$ cat src/rtl/trap_pkg.sv
package trap_pkg;
  localparam int unsigned WORD_W  = 32;
  localparam int unsigned CAUSE_W = 4;

  typedef logic [WORD_W-1:0]  word_t;
  typedef logic [CAUSE_W-1:0] cause_t;

  typedef enum logic [CAUSE_W-1:0] {
    CS_CRIT  = 4'd0,  CS_MCHK  = 4'd1,  CS_DSTOR = 4'd2,  CS_ISTOR = 4'd3,
    CS_EXT   = 4'd4,  CS_ALIGN = 4'd5,  CS_PROG  = 4'd6,  CS_FPUN  = 4'd7,
    CS_SCALL = 4'd8,  CS_DEC   = 4'd9,  CS_FIXT  = 4'd10, CS_WDOG  = 4'd11,
    CS_VECUN = 4'd12, CS_TRACE = 4'd13, CS_SPR0  = 4'd14, CS_SPR1  = 4'd15
  } cause_e;

  typedef enum logic [1:0] {
    PS_FP = 2'd0, PS_ILL = 2'd1, PS_PRIV = 2'd2, PS_TRAP = 2'd3
  } prog_sub_e;

  localparam int BIT_LE  = 0;
  localparam int BIT_FE1 = 8;
  localparam int BIT_FE0 = 11;
  localparam int BIT_ME  = 12;
  localparam int BIT_FP  = 13;
  localparam int BIT_ILE = 16;

  localparam word_t SAVE_CLEAR = 32'h783F_0000;
  localparam word_t RSN_FPE    = 32'h0010_0000;
  localparam word_t RSN_FPPREC = 32'h0001_0000;
  localparam word_t RSN_ILL    = 32'h0008_0000;
  localparam word_t RSN_PRIV   = 32'h0004_0000;
  localparam word_t RSN_TRAP   = 32'h0002_0000;

  function automatic logic fp_modes_differ(word_t m);
    return m[BIT_FE0] ^ m[BIT_FE1];
  endfunction

  function automatic logic fp_drop(cause_t c, logic [1:0] s, word_t m);
    logic no_mode;
    no_mode = ~(m[BIT_FE0] | m[BIT_FE1]);
    return (c == CS_PROG) && (s == PS_FP) && (no_mode || !m[BIT_FP]);
  endfunction

  function automatic word_t reason_bits(cause_t c, logic [1:0] s, word_t e, word_t m);
    word_t r;
    r = '0;
    if (c == CS_ISTOR) r = e;
    else if (c == CS_PROG) begin
      unique case (s)
        PS_FP:   r = RSN_FPE | (fp_modes_differ(m) ? RSN_FPPREC : '0);
        PS_ILL:  r = RSN_ILL;
        PS_PRIV: r = RSN_PRIV;
        default: r = RSN_TRAP;
      endcase
    end
    return r;
  endfunction

  function automatic logic saves_fault_addr(cause_t c, logic [1:0] s, word_t m);
    logic r;
    unique case (c)
      CS_ALIGN, CS_FPUN, CS_VECUN: r = 1'b1;
      CS_PROG: r = (s != PS_FP) || fp_modes_differ(m);
      default: r = 1'b0;
    endcase
    return r;
  endfunction

  function automatic word_t entry_msr(cause_t c, word_t m);
    word_t r;
    r = '0;
    r[BIT_ME] = m[BIT_ME] & (c != CS_MCHK);
    r[BIT_LE] = m[BIT_ILE];
    return r;
  endfunction

  function automatic word_t rfi_pc(word_t s0);
    return {s0[WORD_W-1:2], 2'b00};
  endfunction

  function automatic word_t rfi_msr(word_t s1);
    return s1 & ~SAVE_CLEAR;
  endfunction
endpackage

$ cat src/rtl/trap_status_calc.sv
module trap_status_calc
  import trap_pkg::*;
(
  input  cause_t      cause_i,
  input  logic [1:0]  sub_i,
  input  word_t       err_i,
  input  word_t       pc_i,
  input  word_t       msr_i,
  output word_t       save_pc_o,
  output word_t       save_msr_o,
  output word_t       new_msr_o,
  output logic        drop_o,
  output logic        chkstop_o
);
  logic use_fault;

  always_comb begin
    use_fault  = saves_fault_addr(cause_i, sub_i, msr_i);
    save_pc_o  = use_fault ? (pc_i - word_t'(4)) : pc_i;
    save_msr_o = (msr_i & ~SAVE_CLEAR) | reason_bits(cause_i, sub_i, err_i, msr_i);
    new_msr_o  = entry_msr(cause_i, msr_i);
    drop_o     = fp_drop(cause_i, sub_i, msr_i);
    chkstop_o  = (cause_i == CS_MCHK) && !msr_i[BIT_ME];
  end
endmodule

$ cat src/rtl/trap_vector_sel.sv
module trap_vector_sel
  import trap_pkg::*;
#(
  parameter int unsigned N_VEC = 16
) (
  input  logic [N_VEC*WORD_W-1:0] table_i,
  input  word_t                   prefix_i,
  input  cause_t                  cause_i,
  output word_t                   target_o,
  output logic                    undef_o
);
  localparam int unsigned N_SLOT = 1 << CAUSE_W;

  word_t slot [N_SLOT];

  for (genvar g = 0; g < N_SLOT; g++) begin : g_slot
    if (g < N_VEC) begin : g_have
      assign slot[g] = table_i[g*WORD_W +: WORD_W];
    end else begin : g_none
      assign slot[g] = '1;
    end
  end

  word_t entry;
  always_comb begin
    entry    = slot[cause_i];
    undef_o  = &entry;
    target_o = entry | prefix_i;
  end
endmodule

$ cat src/rtl/trap_unit.sv
module trap_unit
  import trap_pkg::*;
#(
  parameter int unsigned N_VEC = 16
) (
  input  logic                    clk,
  input  logic                    rst_n,
  input  logic                    req_valid_i,
  input  logic [3:0]              req_cause_i,
  input  logic [1:0]              req_sub_i,
  input  logic [31:0]             req_err_i,
  input  logic                    rfi_valid_i,
  input  logic [31:0]             cur_pc_i,
  input  logic [31:0]             cur_msr_i,
  input  logic [N_VEC*32-1:0]     vec_table_i,
  input  logic [31:0]             prefix_i,
  output logic [31:0]             srr0_o,
  output logic [31:0]             srr1_o,
  output logic [31:0]             pc_o,
  output logic [31:0]             msr_o,
  output logic                    redirect_o,
  output logic                    save_we_o,
  output logic                    done_o,
  output logic                    fault_o,
  output logic                    halted_o
);
  word_t save_pc, save_msr, new_msr, target;
  logic  drop, chkstop, undef;

  trap_status_calc u_status (
    .cause_i    (req_cause_i),
    .sub_i      (req_sub_i),
    .err_i      (req_err_i),
    .pc_i       (cur_pc_i),
    .msr_i      (cur_msr_i),
    .save_pc_o  (save_pc),
    .save_msr_o (save_msr),
    .new_msr_o  (new_msr),
    .drop_o     (drop),
    .chkstop_o  (chkstop)
  );

  trap_vector_sel #(.N_VEC(N_VEC)) u_vec (
    .table_i  (vec_table_i),
    .prefix_i (prefix_i),
    .cause_i  (req_cause_i),
    .target_o (target),
    .undef_o  (undef)
  );

  // named events, shared with the checker
  logic take_entry, take_rfi, take_fault, req_drop;
  assign req_drop   = req_valid_i & drop;
  assign take_fault = req_valid_i & ~drop & undef;
  assign take_entry = req_valid_i & ~drop & ~undef;
  assign take_rfi   = rfi_valid_i & ~req_valid_i;

  always_ff @(posedge clk or negedge rst_n) begin
    if (!rst_n) begin
      srr0_o     <= '0;
      srr1_o     <= '0;
      pc_o       <= '0;
      msr_o      <= '0;
      redirect_o <= 1'b0;
      save_we_o  <= 1'b0;
      done_o     <= 1'b0;
      fault_o    <= 1'b0;
      halted_o   <= 1'b0;
    end else begin
      done_o     <= req_valid_i | rfi_valid_i;
      fault_o    <= take_fault;
      redirect_o <= take_entry | take_rfi;
      save_we_o  <= take_entry;
      if (take_entry) begin
        srr0_o <= save_pc;
        srr1_o <= save_msr;
        pc_o   <= target;
        msr_o  <= new_msr;
        if (chkstop) halted_o <= 1'b1;
      end else if (take_rfi) begin
        pc_o  <= rfi_pc(srr0_o);
        msr_o <= rfi_msr(srr1_o);
      end
    end
  end
endmodule

$ cat config.mk
export PLATFORM = sky130hd
export DESIGN_NAME = trap_unit
export DESIGN_NICKNAME = d
export VERILOG_FILES = /design/src/rtl/trap_pkg.sv /design/src/rtl/trap_status_calc.sv /design/src/rtl/trap_vector_sel.sv /design/src/rtl/trap_unit.sv
export SDC_FILE = /design/constraint.sdc
export NUM_CORES = 1
export LEC_CHECK = 0
export ABC_AREA = 1
export BUFFER_PORTS_ARGS = -buffer_cell sky130_fd_sc_hd__buf_2
export CORE_AREA = 2 2 308 310
export CTS_BUF_LIST = sky130_fd_sc_hd__clkbuf_8
export DETAILED_ROUTE_END_ITERATION = 16
export DIE_AREA = 0 0 310 312
export PLACE_DENSITY_LB_ADDON = 0.25
export SYNTH_ARGS = -nofsm -noshare
export SYNTH_HDL_FRONTEND = slang
export SYNTH_SLANG_ARGS = --single-unit
$ cat constraint.sdc
create_clock -name clk -period 0.8 [get_ports clk]
set_input_delay 0 -clock clk [delete_from_list [all_inputs] [get_ports clk]]
set_output_delay 0 -clock clk [all_outputs]
set_load 0.1 [all_outputs]
==> results.cfg <==
[outcome]
outcome = finished with violations
violations = hold timing, setup timing

[global_routing]
grt_pass1_wl_mm = 128.0
grt_max_degree = 46
groute.usage.overall = 0.1825
antenna_found_initial = 23
grt_pass1_vias = 18590
overflow = 0

[sta]
rsz0062_at_grt = true
hold_viol_final = 9
fmax_ghz = 0.4664
fin_ws_ns = -1.344
fin_crit_ns = 2.144
fin_worst_skew_ns = 0.01329
final.setup.tns_ns = -190.38
fin_crit_sh = 2.680
slew_violations = 0
hold_ws_ns = -0.07575
setup_viol = 245

[cells_and_area]
layout_commonest_cell = nand2_1
post-route-util = 0.2724
final_nets = 4003
layout-drive-gt1-share = 0.4285
area_delta_synth_final_pct = 115.0
layout_common_cells = nand2_1 (1358), buf_2 (637), buf_4 (256)
layout.cells.non_filler = 4628

[detailed_routing]
wire_per_inst_um = 19.75
vias_per_cell = 3.942
wl_met2_mm = 44.69
drt_pass1_iterations = 5
wl_met3_mm = 5.689
num_vias = 18250
top_layer = met5
routed_wirelength_mm = 91.39
m1WireLength_mm = 38.92
drcViolationCount = 0
postRouteAntennaNets = 0
drt-initial-drc-count = 1068

[cts]
cts_max_path_buffers = 2
cts_tree = built
cts_made_buffers = 17
clkSinkCount = 123
clock_latency_ns = 0.48
hold_buffers = 114
root_buffer = clkbuf_8
cts.clk_slew.worst_paths_ns = 0.08
htree_levels = 4

[logic_synthesis]
synth_area_leaders = nand2_1 (47%), dfrtp_1 (26%), nand3_1 (7.3%)
synth_top_area_cell = nand2_1
ys_ff_latch = 123
ys_types = 35
yosys.area.top_type_share = 0.4676
ys_seq_area_frac = 0.2610
synth_area_um2 = 11790
yosysWarnings = 0
synth_cells = 2199
syn_avg_cell_area_um2 = 5.362

[critical_path]
arrival_ns = 2.48
crit_type = primary input to flip-flop
crit_path_end_kind = flip-flop
required_ns = 1.14
crit_path_start_kind = primary input
r2r_setup_slack_ns = -0.19
cp_max_fo = 7

[floorplan]
die_x_um = 310
ios = 783
start_util = 0.1267
core_area_um2 = 93050
die_h_um = 312
die-area_um2 = 96720
rows = 112

[run]
drv_cap = 0

[power_and_ir_drop]
ir_drop_uv = 975.9
p_per_area_nw_per_um2 = 1293
leakagePower_uw = 0.01372

[worst_hold_path]
hp-class = primary input to asynchronous set/reset pin

[place]
placed_cells = 4342
gp_congestion = 0.9211
io_buffer_count = 763
hpwl_mm = 71.67
## metal layers
layer / up-vias / GRT usage
met4: 14 / 0.04051
met2: 658 / 0.3202
met3: 85 / 0.03445
met1: 8379 / 0.2297
li1: 9109 / -
met5: - / 0
## kinds of logic (layout without fill, tap and decap cells)
logic type,after synthesis,in the layout,share of synthesized area
AO/OA/AOI/OAI,90,90,0.04892
adder cells (fa/ha/maj),2,2,0.002122
buffers and inverters,220,1374,0.08722
flip-flops,123,123,0.2610
other,1,21,0.0003180
AND/OR/NAND/NOR,1745,1746,0.5870
XOR/XNOR,18,18,0.01337
## registers in the layout, indices dropped and copies added, names as in the netlist
signal      count
srr0_o         32
save_we_o       1
msr_o          22
halted_o        1
done_o          1
srr1_o         32
redirect_o      1
fault_o         1
pc_o           32
## worst paths after layout
check                                from    endpoint  depth (start not counted)
setup / recovery           req_cause_i[0]    pc_o[20]                         21
hold / removal                      rst_n  srr0_o[31]                          2
hold reg to reg                srr1_o[16]  srr1_o[16]                          2
min in group clk              cur_pc_i[7]   srr0_o[7]                          6
setup reg to reg                srr0_o[7]     pc_o[7]                          6
max in group asynchronous           rst_n    pc_o[10]                          3
## report_power, final
part / internal (uW) / switching (uW)
Sequential: 6820 / 725
Combinational: 7770 / 10900
Clock: 3590 / 2930
Total: 18200 / 14600
## cell usage after synthesis, drive strengths merged
library cell,count
buf,107
nor4,1
nor2,62
nand3,171
xor2,14
nand2,1473
inv,76
nor3,5
conb,1
ha,2
xnor2,4
dfrtp,123
o21bai,1
a32o,1
o2bb2ai,1
o21ai,50
a32oi,1
a31o,18
or2,15
o211ai,16
nand4,18
clkbuf,37
a21oi,2
## worst max-delay path, cell delays in order
cell,delay (ns)
clkbuf_16,0.20
buf_16,0.16
nand2_4,0.07
inv_6,0.08
buf_12,0.13
buf_8,0.12
nand2_1,0.08
nand3_1,0.10
nand2_1,0.05
nand2_1,0.10
inv_1,0.06
nand2_2,0.13
nand2_1,0.08
nor2_1,0.12
nand2_2,0.10
nor2_4,0.14
nand2_4,0.10
buf_6,0.15
buf_12,0.14
o211ai_1,0.22
nand3_1,0.12
## through the flow
step                      power (uW)  setup WS [ns]  instance area, um^2
final                          32770         -1.344                25350
after global routing           34500         -1.440                25340
after CTS                      32790         -1.345                24760
after detailed placement       23840         -2.687                20770
after global placement         23870         -2.710                20770
after floorplan                15410         -1.040                11970
## what timing repair did
action / 4_1_cts / 5_1_grt
endpoints found under the hold margin: 216 / 9
pin swaps: 58 / 41
resized for setup: 249 / 139
gates cloned: 31 / 3
setup endpoints to repair: 245 / 245
buffers inserted: 82 / 20
## layout make-up
cell class | instances | area (um^2)
fill | 10590 | 67700
timing repair buffer | 1266 | 11270
multi-input combinational | 1866 | 8587
sequential | 123 | 3100
tap | 1254 | 1569
inverter | 76 | 335.3
clock buffer | 19 | 261.5
clock inverter | 12 | 186.4
antenna | 11 | 27.53
timing repair inverter | 1 | 16.27
(Power assumes the default switching activity.)
